### config.mk
export PLATFORM = sky130hd
export DESIGN_NAME = hpt_walker
export DESIGN_NICKNAME = d
export VERILOG_FILES = /design/src/rtl/hpt_pkg.sv /design/src/rtl/hpt_hash.sv /design/src/rtl/hpt_match.sv /design/src/rtl/hpt_rc.sv /design/src/rtl/hpt_walker.sv
export SDC_FILE = /design/constraint.sdc
export NUM_CORES = 1
export LEC_CHECK = 0
export BUFFER_PORTS_ARGS = -buffer_cell sky130_fd_sc_hd__buf_2
export CAP_MARGIN = 20
export CORE_ASPECT_RATIO = 1.25
export CORE_UTILIZATION = 25
export DETAILED_ROUTE_END_ITERATION = 10
export SETUP_SLACK_MARGIN = 0.1
export SYNTH_ARGS = -nofsm -noshare
export SYNTH_HDL_FRONTEND = slang
export SYNTH_SLANG_ARGS = --single-unit
### constraint.sdc
create_clock -name clk -period 4.29 [get_ports clk]
set_clock_uncertainty 0.05 [all_clocks]
set_input_delay 0.429 -clock clk [delete_from_list [all_inputs] [get_ports clk]]
set_output_delay 0.429 -clock clk [all_outputs]
set_load 0.1 [all_outputs]
### src/rtl/hpt_pkg.sv
package hpt_pkg;
    typedef enum logic [1:0] {
        ACC_LOAD  = 2'd0,
        ACC_STORE = 2'd1,
        ACC_FETCH = 2'd2
    } acc_e;

    typedef enum logic [2:0] {
        ST_IDLE,
        ST_TAG,
        ST_DATA,
        ST_WBACK,
        ST_DONE
    } walk_st_e;

    localparam int W0_VALID_BIT = 31;
    localparam int W0_HSEL_BIT  = 6;
    localparam int W1_REF_BIT   = 8;
    localparam int W1_CHG_BIT   = 7;
    localparam int PROT_WR_BIT  = 1;
endpackage

### src/rtl/hpt_hash.sv
module hpt_hash #(
    parameter int VSID_W      = 24,
    parameter int PGIDX_W     = 16,
    parameter int HASH_W      = 19,
    parameter int GROUP_SHIFT = 6,
    parameter int ADDR_W      = 32,
    parameter int API_W       = 6
) (
    input  logic [VSID_W-1:0]  vsid,
    input  logic [PGIDX_W-1:0] pgidx,
    input  logic [ADDR_W-1:0]  base,
    input  logic [ADDR_W-1:0]  mask,
    input  logic               second,
    output logic [ADDR_W-1:0]  grp_addr,
    output logic [31:0]        cmp_word
);
    localparam int PAD_W = ADDR_W - HASH_W - GROUP_SHIFT;

    logic [HASH_W-1:0] h_pri;
    logic [HASH_W-1:0] h_sel;
    logic [ADDR_W-1:0] offs;

    always_comb begin
        h_pri    = vsid[HASH_W-1:0] ^ {{(HASH_W-PGIDX_W){1'b0}}, pgidx};
        h_sel    = second ? ~h_pri : h_pri;
        offs     = {{PAD_W{1'b0}}, h_sel, {GROUP_SHIFT{1'b0}}} & mask;
        grp_addr = base | offs;
        cmp_word = {1'b0, vsid, 1'b0, pgidx[PGIDX_W-1 -: API_W]};
    end
endmodule

### src/rtl/hpt_match.sv
module hpt_match (
    input  logic [31:0] word0,
    input  logic [31:0] cmp_word,
    input  logic        second,
    output logic        hit
);
    import hpt_pkg::*;
    localparam logic [31:0] CMP_MASK = 32'h7FFF_FFBF;

    always_comb begin
        hit = word0[W0_VALID_BIT]
            && (word0[W0_HSEL_BIT] == second)
            && ((word0 & CMP_MASK) == cmp_word);
    end
endmodule

### src/rtl/hpt_rc.sv
module hpt_rc #(
    parameter int PAGE_BITS = 12
) (
    input  logic [31:0]          word1,
    input  logic                 is_store,
    input  logic [2:0]           prot_in,
    input  logic [PAGE_BITS-1:0] page_off,
    output logic [31:0]          new_word1,
    output logic                 changed,
    output logic [2:0]           prot_out,
    output logic [31:0]          raddr
);
    import hpt_pkg::*;

    always_comb begin
        new_word1 = word1;
        new_word1[W1_REF_BIT] = 1'b1;
        if (is_store) new_word1[W1_CHG_BIT] = 1'b1;
        changed  = (new_word1 != word1);
        prot_out = prot_in;
        if (!is_store) prot_out[PROT_WR_BIT] = 1'b0;
        raddr    = {word1[31:PAGE_BITS], page_off};
    end
endmodule

### src/rtl/hpt_walker.sv
module hpt_walker #(
    parameter int VSID_W      = 24,
    parameter int ADDR_W      = 32,
    parameter int ENTRIES     = 8,
    parameter int ENTRY_BYTES = 8,
    parameter int GROUP_SHIFT = 6,
    parameter int HASH_W      = 19,
    parameter int PAGE_BITS   = 12,
    parameter int PGIDX_W     = 16
) (
    input  logic              clk,
    input  logic              rst_n,
    input  logic              start,
    input  logic [VSID_W-1:0] vsid,
    input  logic [31:0]       ea,
    input  logic [1:0]        acc,
    input  logic [ADDR_W-1:0] base,
    input  logic [ADDR_W-1:0] mask,
    input  logic [2:0]        prot_in,
    output logic              busy,
    output logic              done,
    output logic              found,
    output logic [31:0]       raddr,
    output logic [2:0]        prot_out,
    output logic              mem_req,
    output logic              mem_we,
    output logic [ADDR_W-1:0] mem_addr,
    output logic [31:0]       mem_wdata,
    input  logic              mem_ack,
    input  logic [31:0]       mem_rdata
);
    import hpt_pkg::*;

    localparam int IDX_W   = $clog2(ENTRIES);
    localparam int ESHIFT  = $clog2(ENTRY_BYTES);
    localparam int W1_OFFS = ENTRY_BYTES / 2;
    localparam logic [IDX_W-1:0] LAST_IDX = IDX_W'(ENTRIES - 1);

    walk_st_e             state, nstate;
    logic [IDX_W-1:0]     idx_q;
    logic                 second_q;
    logic [VSID_W-1:0]    vsid_q;
    logic [PGIDX_W-1:0]   pg_q;
    logic [PAGE_BITS-1:0] poff_q;
    logic                 store_q;
    logic [ADDR_W-1:0]    base_q, mask_q;
    logic [2:0]           prot_in_q;
    logic [31:0]          wb_q;

    logic [ADDR_W-1:0]    grp_addr, ent_addr;
    logic [31:0]          cmp_word;
    logic                 tag_hit;
    logic [31:0]          rc_word;
    logic                 rc_changed;
    logic [2:0]           rc_prot;
    logic [31:0]          rc_raddr;

    hpt_hash #(
        .VSID_W(VSID_W), .PGIDX_W(PGIDX_W), .HASH_W(HASH_W),
        .GROUP_SHIFT(GROUP_SHIFT), .ADDR_W(ADDR_W), .API_W(6)
    ) u_hash (
        .vsid(vsid_q), .pgidx(pg_q), .base(base_q), .mask(mask_q),
        .second(second_q), .grp_addr(grp_addr), .cmp_word(cmp_word)
    );

    hpt_match u_match (
        .word0(mem_rdata), .cmp_word(cmp_word), .second(second_q), .hit(tag_hit)
    );

    hpt_rc #(.PAGE_BITS(PAGE_BITS)) u_rc (
        .word1(mem_rdata), .is_store(store_q), .prot_in(prot_in_q),
        .page_off(poff_q), .new_word1(rc_word), .changed(rc_changed),
        .prot_out(rc_prot), .raddr(rc_raddr)
    );

    assign ent_addr = grp_addr + {{(ADDR_W-IDX_W-ESHIFT){1'b0}}, idx_q, {ESHIFT{1'b0}}};

    // next-state logic
    always_comb begin
        nstate = state;
        unique case (state)
            ST_IDLE:  if (start) nstate = ST_TAG;
            ST_TAG: begin
                if (mem_ack) begin
                    if (tag_hit)                             nstate = ST_DATA;
                    else if (idx_q == LAST_IDX && second_q)  nstate = ST_DONE;
                end
            end
            ST_DATA:  if (mem_ack) nstate = rc_changed ? ST_WBACK : ST_DONE;
            ST_WBACK: if (mem_ack) nstate = ST_DONE;
            ST_DONE:  nstate = ST_IDLE;
            default:  nstate = ST_IDLE;
        endcase
    end

    // state register and datapath registers
    always_ff @(posedge clk) begin
        if (!rst_n) begin
            state     <= ST_IDLE;
            idx_q     <= '0;
            second_q  <= 1'b0;
            vsid_q    <= '0;
            pg_q      <= '0;
            poff_q    <= '0;
            store_q   <= 1'b0;
            base_q    <= '0;
            mask_q    <= '0;
            prot_in_q <= '0;
            wb_q      <= '0;
            found     <= 1'b0;
            raddr     <= '0;
            prot_out  <= '0;
        end else begin
            state <= nstate;
            unique case (state)
                ST_IDLE: if (start) begin
                    idx_q     <= '0;
                    second_q  <= 1'b0;
                    vsid_q    <= vsid;
                    pg_q      <= ea[PAGE_BITS+PGIDX_W-1:PAGE_BITS];
                    poff_q    <= ea[PAGE_BITS-1:0];
                    store_q   <= (acc == ACC_STORE);
                    base_q    <= base;
                    mask_q    <= mask;
                    prot_in_q <= prot_in;
                    found     <= 1'b0;
                end
                ST_TAG: if (mem_ack && !tag_hit) begin
                    if (idx_q == LAST_IDX) begin
                        idx_q    <= '0;
                        second_q <= 1'b1;
                    end else begin
                        idx_q <= idx_q + 1'b1;
                    end
                end
                ST_DATA: if (mem_ack) begin
                    wb_q     <= rc_word;
                    raddr    <= rc_raddr;
                    prot_out <= rc_prot;
                    found    <= 1'b1;
                end
                default: ;
            endcase
        end
    end

    // outputs
    always_comb begin
        mem_req   = 1'b0;
        mem_we    = 1'b0;
        mem_addr  = '0;
        mem_wdata = '0;
        done      = 1'b0;
        busy      = (state != ST_IDLE);
        unique case (state)
            ST_IDLE: ;
            ST_TAG: begin
                mem_req  = 1'b1;
                mem_addr = ent_addr;
            end
            ST_DATA: begin
                mem_req  = 1'b1;
                mem_addr = ent_addr + ADDR_W'(W1_OFFS);
            end
            ST_WBACK: begin
                mem_req   = 1'b1;
                mem_we    = 1'b1;
                mem_addr  = ent_addr + ADDR_W'(W1_OFFS);
                mem_wdata = wb_q;
            end
            ST_DONE: done = 1'b1;
            default: ;
        endcase
    end


    req_hold_chk: assert property (@(posedge clk) disable iff (!rst_n)
        (mem_req && !mem_ack) |=> (mem_req && $stable(mem_addr) && $stable(mem_we) && $stable(mem_wdata)));


    done_pulse_chk: assert property (@(posedge clk) disable iff (!rst_n)
        done |=> !done);


    in_table_chk: assert property (@(posedge clk) disable iff (!rst_n)
        mem_req |-> ((mem_addr & ~(mask_q | ADDR_W'((1 << GROUP_SHIFT) - 1)))
                     == (base_q & ~(mask_q | ADDR_W'((1 << GROUP_SHIFT) - 1)))));


    wb_ref_chk: assert property (@(posedge clk) disable iff (!rst_n)
        mem_we |-> mem_wdata[W1_REF_BIT]);


    no_wr_right_chk: assert property (@(posedge clk) disable iff (!rst_n)
        (done && found && !store_q) |-> !prot_out[PROT_WR_BIT]);


    idle_quiet_chk: assert property (@(posedge clk) disable iff (!rst_n)
        !busy |-> (!mem_req && !done));
endmodule

# ---- Word-level counts from Yosys, hierarchy flattened
# Index checks and enable logic that the tools add are counted.
dict set report word_totals {
  register_bits 195
  latch_bits 0
  ramBits 0
  romBits 0
  input_bits 161
  out_inout_bits 104
  wordCells 80
  memories 0
}
dict set report op_classes {
  n_addsub 3
  n_mul 0
  div_mod_pow 0
  magnitude_cmp 0
  eq_ne 16
  shift 0
  mux 26
  bitwise_logic 4
  reduce_logical 17
}
# operator n
set op_table {}
lappend op_table {{32-bit case mux with 2 select lines} 1}
lappend op_table {{32-bit by 3-bit adder with 32-bit output, second input constant} 1}
lappend op_table {{32-bit by 6-bit adder with 32-bit output} 1}
lappend op_table {{25-bit by 32-bit AND with 32-bit output} 1}
lappend op_table {{32-bit 2-to-1 mux} 1}
lappend op_table {{32-bit bitwise OR} 1}
lappend op_table {{30-bit equality test} 1}
lappend op_table {{3-bit 2-to-1 mux} 10}
lappend op_table {{19-bit 2-to-1 mux} 1}
lappend op_table {{19-bit NOT} 1}
lappend op_table {{19-bit by 16-bit XOR with 19-bit output} 1}
lappend op_table {{2-bit inequality test, second input constant} 6}
lappend op_table {{3-bit case mux with 4 select lines} 1}
lappend op_table {{1-bit 2-to-1 mux} 9}
lappend op_table {{3-bit by 2-bit equality test with 1-bit output, second input constant} 2}
lappend op_table {{3-bit equality test, second input constant} 2}
lappend op_table {{3-bit case mux with 2 select lines} 1}
lappend op_table {{3-bit AND reduction} 2}
lappend op_table {{5-bit AND reduction} 1}
lappend op_table {{1-bit logical AND} 4}
lappend op_table {{1-bit case mux with 2 select lines} 2}
lappend op_table {{2-bit AND reduction} 2}
lappend op_table {{4-bit AND reduction} 1}
lappend op_table {{2-bit nonzero test} 2}
lappend op_table {{other kinds (11)} 11}

# ---- Logic depth before layout (Yosys ltp)
# Gate-level depths: netlist (run 1).
dict set report depth {
  ltp_word 8
  depth_mapped 13
  depth_no_buf 12
}

# ---- Modules after synthesis
# From an unflattened synthesis (run 1), not the netlist that was laid out.
dict set report hier_totals {
  hier_cells 1383
  area_unflattened_um2 11135.7
}
# module n_inst cells_each area_each_um2 seq_area_each_um2
set by_module_without_submodules {}
lappend by_module_without_submodules {hpt_walker 1 1185 9355.2 3903.7}
lappend by_module_without_submodules {hpt_hash 1 86 917.1 0.0}
lappend by_module_without_submodules {hpt_rc 1 70 514.2 0.0}
lappend by_module_without_submodules {hpt_match 1 42 349.1 0.0}

# ---- Worst setup path before layout (run 1)
# OpenSTA, ideal clock, no wires.
dict set report synth_timing {
  path_type {flip-flop to output port}
  start {register idx_q[0]}
  end {output mem_addr[31]}
  t_arrival_ns 5.301
  required_time_ns 3.811
  path_slack_ns -1.490
  stages_incl_launch_ff 13
  path_buffers 0
  cell_sequence {dfxtp_1 -> ha_1 -> inv_1 -> fa_1 -> nor2b_1 -> o22ai_1 -> nor4_4 -> nand3_1 -> or4_1 -> a2bb2oi_1 -> and4_1 -> a31oi_1 -> o31ai_1}
}
dict set report synth_via {
  elab_chain_cells 3
}
# item line_no
set synth_lines {}
lappend synth_lines {{start: declaration} hpt_walker.sv:40} ;# logic [IDX_W-1:0] idx_q;
lappend synth_lines {{start signal: assignment} hpt_walker.sv:133} ;# idx_q <= idx_q + 1'b1;
lappend synth_lines {{32-bit by 6-bit adder with 32-bit output *} hpt_walker.sv:76} ;# assign ent_addr = grp_addr + {{(ADDR_W-IDX_W-ESHIFT){1'b0}}, idx_q, {ESHIFT{1'b0}}};
lappend synth_lines {{32-bit by 3-bit adder with 32-bit output} {hpt_walker.sv:163, hpt_walker.sv:168}}
lappend synth_lines {{32-bit case mux with 2 select lines *} hpt_walker.sv:155} ;# unique case (state)
lappend synth_lines {{end: declaration} hpt_walker.sv:27} ;# output logic [ADDR_W-1:0] mem_addr,
# Mark *: on every way between the ends. The rest lies on a longest branch, timed or not.

# ---- Worst setup path in the final report (run 1)
dict set report layout_timing {
  start {register vsid_q[1]}
  end {output mem_addr[19]}
}
dict set report layout_via {
  elab_chain_cells 8
}
# item line_no
set layout_lines {}
lappend layout_lines {{start: declaration} hpt_walker.sv:42} ;# logic [VSID_W-1:0] vsid_q;
lappend layout_lines {{start signal: assignment} hpt_walker.sv:119} ;# vsid_q <= vsid;
lappend layout_lines {{19-bit by 16-bit XOR with 19-bit output *} hpt_hash.sv:24} ;# h_pri = vsid[HASH_W-1:0] ^ {{(HASH_W-PGIDX_W){1'b0}}, pgidx};
lappend layout_lines {{19-bit NOT} hpt_hash.sv:25} ;# h_sel = second ? ~h_pri : h_pri;
lappend layout_lines {{19-bit 2-to-1 mux *} hpt_hash.sv:25}
lappend layout_lines {{25-bit by 32-bit AND with 32-bit output *} hpt_hash.sv:26} ;# offs = {{PAD_W{1'b0}}, h_sel, {GROUP_SHIFT{1'b0}}} & mask;
lappend layout_lines {{32-bit bitwise OR *} hpt_hash.sv:27} ;# grp_addr = base | offs;
lappend layout_lines {{32-bit by 6-bit adder with 32-bit output *} hpt_walker.sv:76}
lappend layout_lines {{32-bit by 3-bit adder with 32-bit output} {hpt_walker.sv:163, hpt_walker.sv:168}}
lappend layout_lines {{32-bit case mux with 2 select lines *} hpt_walker.sv:155}
# Marked as above.

==> reports/qor.yml, run 1 <==
critical_path:
  critPathKind: "reg2out"
  crit_start: "vsid_q[1]"
  worstPathMaxFanout: 3
  rr_startpoint: "second_q"
  cp_data_required_time_ns: 3.81
  crit_arrival_ns: 3.85
  end_kind: "primary output"
  critPathLaunchType: "flip-flop"
logic_synthesis:
  synth_area_per_cell_sq_um: 7.65
  async_flop_share_pct: 0
  ys_types: 67
  synth-edff-count: 0
  ys_seq_elements: 162
  synthTopCellsByArea: "dfxtp_1, nand2_1, a21oi_1, xor3_1, xor2_1"
  synthCells: 1149
  syn-num-nets: 1317
  synth_area_sq_um: 8790
  netlist.top_cell.by_area: "dfxtp_1"
  ys_warn_count: 0
  ys.flop_type: "dfxtp_1"
  synth_top_area_share_pct: 36.9
  yosysSeqAreaShare_pct: 36.9
timing:
  slew_headroom_pct: 33.3
  fmax_mhz: 231
  fin_ws_ns: -0.0432
  finalSetupViolCount: 4
  min_period_ns: 4.33
  slew_violations: 0
  hold_viol: 0
  worst_pin_slew_ns: 0.997
  rsz0062_at_grt: "true"
  period_share_pct: 101
cts:
  root_buffer: "clkbuf_16"
  cts_hold_buf: 0
  clkTransAtPathRegs_ns: 0.08
  cts_num_sinks: 162
  numCtsBuffers: 17
  cts.htree.levels: 4
  clock_latency_ns: 0.43
  clockBufferDepth: 2
  cts_tree: "done"
global_routing:
  first_global_vias: 8396
  grt_pass1_wl_um: 47200
  antenna_found_initial: 3
  grt_max_degree: 100
  grtUsageTotal_pct: 17.4
  grt-ovfl-total: 0
drt:
  wl_met1_um: 13700
  routed_wl_um: 31000
  via_per_inst: 4.64
  route.met2.wl_um: 15700
  dr.max_layer_used: "met4"
  ant_nets: 0
  wl_per_cell_um: 16.6
  drc: 0
  drt-initial-drc-count: 529
  dr_wl_met3_um: 1080
  vias: 8677
  drtPass1Iterations: 5
power_and_ir_drop:
  ir_drop_uv: 346
  p_per_area_nw_per_um2: 533
  p_leak_nw: 5.00
  p_total_w: 0.00644
cells_and_area:
  final-seq-area_sq_um: 3250
  finalCoreUtilization_pct: 35.0
  final_cell_mix: "nand2_1, buf_2, a21oi_1"
  synthToLayoutAreaGrowth_pct: 37.5
  drive_above_1_share_pct: 31.3
  final_common_cell: "nand2_1"
  final_nets: 1558
  multi_input_area_sq_um: 5510
  nFillCells: 3650
floorplan:
  dieArea_sq_um: 35900
  die_w_um: 170
  row_count: 76
  start_util_pct: 25.5
  chipHeight_um: 212
  num_io_pins: 265
  core_sq_um: 34500
placement:
  hpwl_um: 23000
  gp_congestion: 0.841
  io_buffer_count: 247
worst_hold_path:
  hp-class: "in2reg"
  min_from: "mask[23]"
run_status:
  violations: "negative setup slack"
  outcome: "complete, but fails checks"
run:
  cap_violations: 0
-- state kept, by name, summed over array words and instances (netlist names) --
name	count
found	1
base_q	32
idx_q	3
mask_q	19
store_q	1
raddr	31
pg_q	16
wb_q	13
second_q	1
poff_q	12
prot_out	3
vsid_q	24
state	3
prot_in_q	3
-- stage by stage --
step | area, sq um | setup TNS, ns | worst slack [ns] | hold slack, ns | cells
floorplan | 9000 | 0 | 0.0613 | 0.382 | 1149
global placement | 11100 | 0 | 0.148 | 0.386 | 1815
detailed placement | 11100 | 0 | 0.133 | 0.391 | 1815
CTS | 12000 | -0.710 | -0.166 | 0.150 | 1863
global route | 12100 | -1.46 | -0.190 | 0.160 | 1872
finish | 12100 | -0.143 | -0.0432 | 0.169 | 1872
-- path summary, 6_finish.rpt --
path | endpoint | slack (ns) | cells after the start
max | mem_addr[19] | -0.04 | 11
min | mask_q[23] | 0.17 | 3
max reg2reg | state[0] | 1.53 | 9
min reg2reg | raddr[5] | 0.40 | 2
-- repair_timing --
item / in CTS / in global routing
buffers inserted: 17 / 7
setup endpoints to repair: 13 / 16
pin swaps: 15 / 13
resized for setup: 33 / 16
-- cell usage after synthesis, types with 3 or more instances --
library cell	number
nand4_1	10
o22ai_1	10
and4_1	3
xor2_1	40
a21o_1	5
a32o_1	3
nor3_1	17
a211oi_1	3
dfxtp_1	162
nand3b_1	3
nand3_1	18
nor4_1	14
nor2b_1	6
xnor2_1	35
inv_1	8
a22oi_1	3
clkbuf_1	62
buf_4	22
o31ai_1	4
or2_2	5
nor2_1	39
nor3b_1	3
nand2_1	337
nand2b_1	8
or4_1	3
a21oi_1	181
and2_1	9
o21ai_0	18
ha_1	6
xor3_1	16
o21a_1	4
a31oi_1	4
nand4b_1	3
a31o_2	3
and3_1	34
buf_1	6
-- metal layers --
| layer | vias up | GRT usage (%) |
|---|---|---|
| met1 | 4051 | 21.5 |
| met2 | 215 | 30.8 |
| met4 | 0 | 5.44 |
| met3 | 34 | 2.54 |
| met5 | - | 0 |
| li1 | 4377 | - |
-- area by class of cell --
cell class | instances | share of cell area (%)
Multi-Input combinational cell | 887 | 45.6
Sequential cell | 162 | 26.9
Timing Repair Buffer | 313 | 17.6
Tap cell | 468 | 4.84
Clock buffer | 20 | 3.70
Clock inverter | 11 | 1.07
Inverter | 9 | 0.300
Antenna cell | 2 | 0.0414
-- cells by family (layout without fill, tap and decap cells) --
kind of cell	count (synthesis)	count (layout)	synth area share, %
muxes	3	3	0.356
buffers and inverters	100	353	5.23
other	0	2	0
DFF	162	162	36.9
AOI/OAI and AO/OA	257	257	16.8
adders and majority gates	7	7	1.08
and+or+nand+nor	529	529	27.8
xor gates and xnor gates	91	91	11.8
-- power breakdown --
group	internal [W]	total (W)	switching, W
Sequential	0.00175	0.00197	0.000216
Combinational	0.000872	0.00293	0.00206
Clock	0.000873	0.00154	0.000669
-- worst max-delay path: stages (launching register included) --
cell and delay [ns]:
dfxtp_1 0.35, xor3_1 0.44, a21oi_4 0.07, or4_4 0.54
buf_4 0.16, nor4b_4 0.28, o21a_2 0.20, o211ai_4 0.08
or4_4 0.50, or3b_4 0.42, a31oi_4 0.17, buf_12 0.20
Note: power is estimated with default switching activity, not from simulation.
==> run 2: changes to the inputs <==
REMOVE_ABC_BUFFERS = 1   (was unset)
==> run 2 against run 1 <==
Net effect: the run still ends with negative setup slack left; combinational power up 3%; critical path depth up 4; global-route usage up 0.30 points; worst setup slack worse by 0.040 ns; sequential power about the same; clock power up 9.7%; worst hold slack worse by 0.0058 ns; clock-buffer cell count up 1; sequential share of layout area down 0.52 points; critical endpoint unchanged; largest power group unchanged.
==> reports/qor.yml, run 2 (synthesis gave the netlist of run 1 again) <==
critical_path:
  reg2reg_to: "idx_q[2]"  # was state[0]
  cp_data_required_time_ns: 3.81  # about the same
  crit_start: "base_q[3]"  # was vsid_q[1]
  critPathLaunchType: "flip-flop"  # unchanged
  end_kind: "primary output"  # unchanged
  rr_startpoint: "vsid_q[14]"  # was second_q
  worst_path_most_repeated_cell: "buf_4"  # was or4_4
  slowest_stage: "or4_4"  # unchanged
  critPathKind: "reg2out"  # unchanged
  ff2ff_path_depth: 9  # unchanged
  reg2reg_slack_ns: 1.53  # about the same
  critPathMaxStageDelay_ns: 0.54  # about the same
  cp_cell_sequence: "ha_4 -> inv_2 -> fa_2 -> buf_4 -> nor4b_4 -> buf_4 -> and3b_1 -> o21a_1 -> a21oi_1 -> nand2b_1 -> or4_4 -> or3b_1 -> a31oi_1 -> buf_4 -> buf_12"  # was xor3_1 -> a21oi_4 -> or4_4 -> buf_4 -> nor4b_4 -> o21a_2 -> o211ai_4 -> or4_4 -> or3b_4 -> a31oi_4 -> buf_12
  crit_arrival_ns: 3.89  # was 3.85 ns
  crit_end: "mem_addr[19]"  # unchanged
  worstPathMaxFanout: 4  # was 3
power_and_ir_drop:
  ir_drop_uv: 415  # was 346 uV
  p_leak_nw: 5.17  # was 5.00 nW
  p_per_area_nw_per_um2: 541  # was 533 nW/um^2
floorplan:
  chipHeight_um: 212  # unchanged
  num_io_pins: 265  # unchanged
  core_sq_um: 34500  # unchanged
  dieArea_sq_um: 35900  # unchanged
  row_count: 76  # unchanged
  start_util_pct: 25.5  # unchanged
  die_w_um: 170  # unchanged
cells_and_area:
  synthToLayoutAreaGrowth_pct: 40.4  # was 37.5%
  nFillCells: 3563  # was 3650
  final_common_cell: "nand2_1"  # unchanged
  largest-register: "base_q"  # unchanged
  final_cell_mix: "nand2_1, buf_2, a21oi_1"  # unchanged
  drive_above_1_share_pct: 32.2  # was 31.3%
  final_nets: 1587  # was 1558
  antenna_cells: 0  # was 2
  reg.largest.list: "base_q (32), raddr (31), vsid_q (24)"  # unchanged
  largest_reg_flops: 32  # unchanged
  finalCoreUtilization_pct: 35.7  # was 35.0%
timing:
  worst_pin_slew_ns: 1.02  # was 0.997 ns
  whs_ns: 0.163  # was 0.169 ns
  min_period_ns: 4.37  # was 4.33 ns
  hold_viol: 0  # unchanged
  period_share_pct: 102  # was 101%
  rsz0062_at_grt: "true"  # unchanged
  fin_ws_ns: -0.0833  # was -0.0432 ns
  setup_tns_ns: -0.101  # was -0.143 ns
  fmax_mhz: 229  # was 231 MHz
  finalSetupViolCount: 3  # was 4
  slew_violations: 0  # unchanged
  slew_headroom_pct: 31.6  # was 33.3%
run:
  cap_violations: 0  # unchanged
cts:
  cts.htree.levels: 4  # unchanged
  cts_tree: "done"  # unchanged
  numCtsBuffers: 17  # unchanged
  clockBufferDepth: 2  # unchanged
  clock_latency_ns: 0.44  # was 0.43 ns
  root_buffer: "clkbuf_16"  # unchanged
  cts_num_sinks: 162  # unchanged
  clkTransAtPathRegs_ns: 0.07  # was 0.08 ns
  cts_hold_buf: 0  # unchanged
global_routing:
  grtUsageTotal_pct: 17.7  # was 17.4%
  antenna_found_initial: 0  # was 3
  grt_max_degree: 117  # was 100
  grt-ovfl-total: 0  # unchanged
  first_global_vias: 8597  # was 8396
  grt_pass1_wl_um: 48300  # was 47200 um
worst_hold_path:
  hp-class: "in2reg"  # unchanged
drt:
  dr.max_layer_used: "met4"  # unchanged
  wl_met1_um: 13400  # was 13700 um
  dr_wl_met3_um: 1410  # was 1080 um
  vias: 8877  # was 8677
  wl_per_cell_um: 16.6  # about the same
  drc: 0  # unchanged
  drtPass1Iterations: 5  # unchanged
  drt-initial-drc-count: 438  # was 529
  route.met2.wl_um: 16000  # was 15700 um
  routed_wl_um: 31500  # was 31000 um
  via_per_inst: 4.67  # was 4.64
  ant_nets: 0  # unchanged
placement:
  hpwl_um: 22700  # was 23000 um
  io_buffer_count: 247  # unchanged
  gp_congestion: 0.855  # was 0.841
run_status:
  outcome: "complete, but fails checks"  # unchanged
  violations: "negative setup slack"  # unchanged
-- run 2: changes by cell type in the layout (fill, tap and decap cells not counted), sizes merged --
cell / delta
clkinv: +1
clkinvlp: -3
diode: -2
clkbuf: +1
bufinv: +2
buf: +29
-- run 2: critical path, delay by kind of cell (launching register included) --
family / cells / cell delay, ns
simple gates: 5 / 1.50
buf+inv: 5 / 0.72
fa+ha+maj: 2 / 0.49
compound gates: 3 / 0.37
flops: 1 / 0.36
-- run 2: where the power goes --
group          switching (W)  total [W]  leakage [nW]  internal [W]
combinational        0.00210    0.00302          3.54      0.000920
clock               0.000663    0.00169         0.310       0.00103
sequential          0.000208    0.00196          1.33       0.00175
-- run 2: how the worst min path moves through the flow --
| stage | from | endpoint | depth (start not counted) |
|---|---|---|---|
| CTS | base[28] | base_q[28] | 3 |
| floorplan | base_q[0] | base_q[0] | 2 |
| global route | base[28] | base_q[28] | 3 |
| detailed placement | wb_q[4] | wb_q[4] | 2 |
| finish | vsid[2] | vsid_q[2] | 3 |
| global placement | poff_q[5] | raddr[5] | 2 |
-- run 2: through the flow --
stage	instance area, sq um	cells	total power [W]	setup WS [ns]
6_report	12300	1900	0.00667	-0.0833
5_1_grt	12300	1900	0.00703	-0.237
4_1_cts	12200	1899	0.00670	-0.0439
3_5_place_dp	11200	1853	0.00489	-0.0664
3_3_place_gp	11200	1853	0.00486	-0.117
2_1_floorplan	8360	1058	0.00386	-1.73
-- run 2: timing repair --
action | 4_1_cts | 5_1_grt
setup endpoints to repair | 19 | 17
pin swaps | 37 | 7
setup buffers | 14 | 0
resized for setup | 66 | 16
-- run 2: final cells by class --
cell class                 instances  area [sq um]  share of cell area [%]
tap                              468           586                    4.75
inverter                           9          38.8                   0.314
clock inverter                    11           175                    1.42
sequential                       162          3250                    26.4
timing repair buffer             342          2370                    19.2
multi-input combinational        887          5440                    44.1
clock buffer                      21           470                    3.81
-- run 2: routing by layer --
metal / up-vias / global-route usage (%)
met3: 39 / 3.50
li1: 4433 / -
met1: 4167 / 20.7
met2: 238 / 31.8
met5: - / 0
met4: 0 / 6.31
